### src/rtl/evt_irq_pkg.sv
package evt_irq_pkg;
    localparam int DATA_W = 8;
    localparam int FLAG_W = DATA_W - 1;

    typedef enum int unsigned {
        SRC_TMR_A  = 0,
        SRC_TMR_B  = 1,
        SRC_ALARM  = 2,
        SRC_SERIAL = 3
    } src_idx_e;

    typedef struct packed {
        logic              req;
        logic [FLAG_W-1:0] flags;
    } status_t;

    // Top data bit chooses set (1) or clear (0) of the selected mask bits
    function automatic logic [FLAG_W-1:0] mask_update(
        input logic [FLAG_W-1:0] cur,
        input logic [DATA_W-1:0] d
    );
        if (d[DATA_W-1]) return cur | d[FLAG_W-1:0];
        else             return cur & ~d[FLAG_W-1:0];
    endfunction
endpackage

### src/rtl/irq_mask_reg.sv
module irq_mask_reg
    import evt_irq_pkg::*;
(
    input  logic              clk,
    input  logic              rst,
    input  logic              wr_en,
    input  logic [DATA_W-1:0] wdata,
    output logic [FLAG_W-1:0] mask_q,
    output logic [FLAG_W-1:0] mask_nxt
);
    always_comb begin
        mask_nxt = wr_en ? mask_update(mask_q, wdata) : mask_q;
    end

    always_ff @(posedge clk) begin
        if (rst) mask_q <= '0;
        else     mask_q <= mask_nxt;
    end
endmodule

### src/rtl/irq_flag_reg.sv
module irq_flag_reg
    import evt_irq_pkg::*;
#(
    parameter int SRC_N = 4
) (
    input  logic              clk,
    input  logic              rst,
    input  logic              rd_en,
    input  logic [FLAG_W-1:0] evt_ext,
    output logic [FLAG_W-1:0] flags_q,
    output logic [FLAG_W-1:0] flags_nxt
);
    for (genvar i = 0; i < FLAG_W; i++) begin : g_bit
        if (i < SRC_N) begin : g_live
            // A read clears the old value; a new pulse in that cycle survives
            assign flags_nxt[i] = (flags_q[i] & ~rd_en) | evt_ext[i];
            always_ff @(posedge clk) begin
                if (rst) flags_q[i] <= 1'b0;
                else     flags_q[i] <= flags_nxt[i];
            end
        end else begin : g_unused
            assign flags_nxt[i] = 1'b0;
            assign flags_q[i]   = 1'b0;
        end
    end
endmodule

### src/rtl/irq_req_gen.sv
module irq_req_gen (
    input  logic clk,
    input  logic rst,
    input  logic rd_en,
    input  logic evt_hit,
    input  logic pend_hit,
    output logic req_q
);
    logic req_nxt;

    always_comb begin
        req_nxt = (req_q & ~rd_en) | evt_hit | pend_hit;
    end

    always_ff @(posedge clk) begin
        if (rst) req_q <= 1'b0;
        else     req_q <= req_nxt;
    end
endmodule

### src/rtl/evt_irq_ctrl.sv
module evt_irq_ctrl
    import evt_irq_pkg::*;
#(
    parameter int SRC_N = 4
) (
    input  logic              clk,
    input  logic              rst,
    input  logic              rd_en,
    input  logic              wr_en,
    input  logic [7:0]        wdata,
    input  logic [SRC_N-1:0]  evt,
    output logic [7:0]        rdata,
    output logic              irq_n
);
    logic [FLAG_W-1:0] evt_ext;
    logic [FLAG_W-1:0] mask_q, mask_nxt;
    logic [FLAG_W-1:0] flags_q, flags_nxt;
    logic              evt_hit, pend_hit, req_q;
    status_t           stat;

    assign evt_ext = FLAG_W'(evt);

    irq_mask_reg u_mask (
        .clk      (clk),
        .rst      (rst),
        .wr_en    (wr_en),
        .wdata    (wdata),
        .mask_q   (mask_q),
        .mask_nxt (mask_nxt)
    );

    irq_flag_reg #(.SRC_N(SRC_N)) u_flags (
        .clk       (clk),
        .rst       (rst),
        .rd_en     (rd_en),
        .evt_ext   (evt_ext),
        .flags_q   (flags_q),
        .flags_nxt (flags_nxt)
    );

    assign evt_hit  = |(evt_ext & mask_nxt);
    assign pend_hit = wr_en & (|(flags_nxt & mask_nxt));

    irq_req_gen u_req (
        .clk      (clk),
        .rst      (rst),
        .rd_en    (rd_en),
        .evt_hit  (evt_hit),
        .pend_hit (pend_hit),
        .req_q    (req_q)
    );

    assign stat.req   = req_q;
    assign stat.flags = flags_q;
    assign rdata      = stat;
    assign irq_n      = ~req_q;
endmodule

### config.mk
export PLATFORM = sky130hd
export DESIGN_NAME = evt_irq_ctrl
export DESIGN_NICKNAME = d
export VERILOG_FILES = /design/src/rtl/evt_irq_pkg.sv /design/src/rtl/irq_mask_reg.sv /design/src/rtl/irq_flag_reg.sv /design/src/rtl/irq_req_gen.sv /design/src/rtl/evt_irq_ctrl.sv
export SDC_FILE = /design/constraint.sdc
export NUM_CORES = 1
export LEC_CHECK = 0
export BUFFER_PORTS_ARGS = -buffer_cell sky130_fd_sc_hd__buf_2
export CELL_PAD_IN_SITES_DETAIL_PLACEMENT = 0
export CELL_PAD_IN_SITES_GLOBAL_PLACEMENT = 1
export CORE_MARGIN = 1
export CORE_UTILIZATION = 30
export CTS_CLUSTER_DIAMETER = 200
export CTS_CLUSTER_SIZE = 10
export DETAILED_ROUTE_END_ITERATION = 10
export PLACE_DENSITY = 0.73
export SLEW_MARGIN = 20
export SYNTH_ARGS = -nofsm -noshare
export SYNTH_HDL_FRONTEND = slang
export SYNTH_SLANG_ARGS = --single-unit
### constraint.sdc
create_clock -name clk -period 3.1 [get_ports clk]
set_input_delay 0.155 -clock clk [delete_from_list [all_inputs] [get_ports clk]]
set_output_delay 0.155 -clock clk [all_outputs]
set_load 0.05 [all_outputs]
==> flow_summary.toml <==
[outcome]
outcome = "completed"

[synthesis]
yosysMostFrequentCell = "dfxtp_1"
synth-edff-count = 0
synthArstFlopShare = 0
synth-xor-area-share = 0
synth_simple_gate_area_frac = 0.198
yosysSeqAreaShare = 0.396
ys.flop_type = "dfxtp_1"
synth_area_leaders = "dfxtp_1 (40%), o21ba_2 (6.6%), buf_4 (6.6%)"
synth_commonest_cells = "dfxtp_1 (9), nor2_1 (8), buf_4 (4), nor2b_1 (4)"
synth_adder_area_share = 0
syn-cell-area_sq_um = 455
synthMuxAreaShare = 0.0220
ys_warn_count = 0
ys_seq_elements = 9
synth_cell_types = 20
yosysTopAreaCell = "dfxtp_1"
synth_top_family_by_area = "compound AO/OA/AOI/OAI gates"
synth_area_per_cell_sq_um = 8.59
yosys.area.top_type_share = 0.396
synth_compound_area_frac = 0.277
syn_inst = 53

[layout]
area_growth_pct = 23.9
layout-drive-gt1-share = 0.375
fin_nets = 89
register_area_sq_um = 180
multi_input_area_sq_um = 238
layout.cells.non_filler = 87
n_fill_cell = 148
diodes = 0

[setup_path]
path_cells = "nor2b_1, a311oi_1, a41oi_1, a31o_1"
worstSetupPathType = "reg -> reg"
worst_setup_path_start_kind = "register"
worstPathMaxFanout = 3
r2r-end = "u_req.req_q$_SDFF_PP0_"
crit_buf_inv = 0
regToRegSetupSlack_ps = 1970
crit_arrival_ps = 1280
slowest_stage = "dfxtp_1"
worst-endpoint-required_ps = 3250
crit_family = "compound AO/OA/AOI/OAI gates"
r2r-start = "u_req.req_q$_SDFF_PP0_"
max_stage_delay_ps = 310
endpoint_kind = "register"
rr_worst_depth = 4

[clock_network]
cts_buffers = 3
cts_root_buf = "clkbuf_4"
clock_sinks = 9
htree_levels = 1
cts.clk_slew.worst_paths_ps = 60
hold_buffers = 0
clock_latency_ps = 250
cts_setup_buffers = 0
cts_buffer_depth = 2
cts_tree = "built"
cts-resized-gates = 0

[sta]
fmax_ghz = 0.882
clock_skew_ps = 1.85
final_hold_viol_count = 0
rsz0062_at_grt = "false"
slew_violations = 0
worst_hold_slack_ps = 143
setup_viol = 0
fin_setup_tns_ps = 0
fin_crit_ps = 1130
min_period_over_period = 0.366

[route]
drc_errors = 0
avgRoutedWirePerCell_microns = 10.3
vias_per_cell = 4.76
routed_wl_microns = 897
ant_nets = 0
drtIter0Drc = 6
firstDrtPassIters = 2
vias = 414

[power]
intPower_uw = 196
pwr-share-comb = 0.265
p_leak_uw = 0.000267
max-vdd-ir-drop_mv = 0.286
sw_frac_of_total = 0.322
clockPowerShare = 0.299
p_seq_frac = 0.436
power.switching_uw = 93.3
p_per_area_nw_per_um2 = 513

[min_path]
holdPathStages = 3
hp-class = "in -> reg"
worstHoldStart = "evt[3]"
whs_endpoint = "u_flags.flags_q[3]$_SDFF_PP0_"

[flow_run]
drv_cap = 0

[floorplan]
die_h_microns = 41.0
io_pins = 25
die_w_microns = 41.0
row_count = 13
initial_utilization = 0.337
core_area_sq_um = 1350
dieArea_sq_um = 1680

[global_route]
grt_pass1_wl_microns = 1370
antenna_found_initial = 0
grt_max_degree = 11
track_usage = 0.135
grt-ovfl-total = 0
grt_pass1_vias = 342

[place]
place.gp.congestion = 0.708
place_inst = 83
port_buffers = 18
cells by family after synthesis:
logic type | after synthesis
buffers and inverters | 8
multiplexers | 1
AO/OA/AOI/OAI | 17
other | 1
flip-flops | 9
AND/OR/NAND/NOR | 17
metrics by stage:
stage | utilization | total power, uW | setup WS [ps] | area (sq um)
2_1_floorplan | - | 190 | 1880 | 463
4_1_cts | 0.418 | 296 | 1960 | 564
3_5_place_dp | 0.399 | 206 | 1890 | 538
5_1_grt | 0.418 | 309 | 1820 | 564
6_report | 0.418 | 290 | 1970 | 564
3_3_place_gp | 0.399 | 206 | 1860 | 538
power by group through the flow:
| stage | Sequential [uW] | Clock (uW) | Combinational, uW |
|---|---|---|---|
| 2_1_floorplan | 141 | 0 | 49.5 |
| 3_3_place_gp | 129 | 0 | 76.9 |
| 3_5_place_dp | 129 | 0 | 76.9 |
| 4_1_cts | 126 | 92.0 | 77.2 |
| 5_1_grt | 127 | 97.8 | 83.8 |
| 6_report | 126 | 86.7 | 76.7 |
sequential cells by signal, summed over array words and instances, names as in the netlist:
register         count
u_mask.mask_q        4
u_flags.flags_q      4
u_req.req_q          1
per-layer routing:
| layer | up-vias | wire [microns] | share of wire | global-route usage |
|---|---|---|---|---|
| met5 | - | 0 | 0 | 0 |
| met4 | 0 | 16 | 0.018 | 0.100 |
| met3 | 2 | 67 | 0.075 | 0.0326 |
| met2 | 16 | 364 | 0.41 | 0.199 |
| met1 | 176 | 449 | 0.50 | 0.167 |
| li1 | 220 | - | - | - |
cell type report:
cell class / instances / area share
Multi-Input combinational cell: 38 / 0.421
Clock buffer: 4 / 0.0466
Tap cell: 15 / 0.0333
Sequential cell: 9 / 0.319
Timing Repair Buffer: 18 / 0.160
Inverter: 3 / 0.0200
placed cells by master, fill, tap and decap left out, drive strengths merged:
master and n:
buf 18, dfxtp 9, nor2 8, nor2b 4
clkbuf 4, inv 3, and3 3, a21boi 3
o22ai 3, o21ai 3, o21ba 3, conb 3
nand2 1, mux2i 1, a21oi 1, o2111ai 1
and4 1, a311oi 1, a41oi 1, a31o 1
worst max path at each step:
| stage | startpoint | endpoint | slack [ps] | cells after the start |
|---|---|---|---|---|
| final | u_req.req_q$_SDFF_PP0_ | u_req.req_q$_SDFF_PP0_ | 1970 | 4 |
| after global placement | wr_en | u_req.req_q$_SDFF_PP0_ | 1860 | 5 |
| after detailed placement | wr_en | u_req.req_q$_SDFF_PP0_ | 1890 | 5 |
| after floorplan | u_flags.flags_q[3]$_SDFF_PP0_ | u_req.req_q$_SDFF_PP0_ | 1880 | 4 |
| after CTS | u_req.req_q$_SDFF_PP0_ | u_req.req_q$_SDFF_PP0_ | 1960 | 4 |
| after global routing | u_mask.mask_q[2]$_SDFF_PP0_ | u_req.req_q$_SDFF_PP0_ | 1820 | 4 |
worst register-to-register path: cells and delay by family, from the launching register on:
kind | cells | cell delay (ps)
compound gates | 3 | 590
simple gates | 1 | 120
flops | 1 | 310
Power figures use the tool's default switching activity.
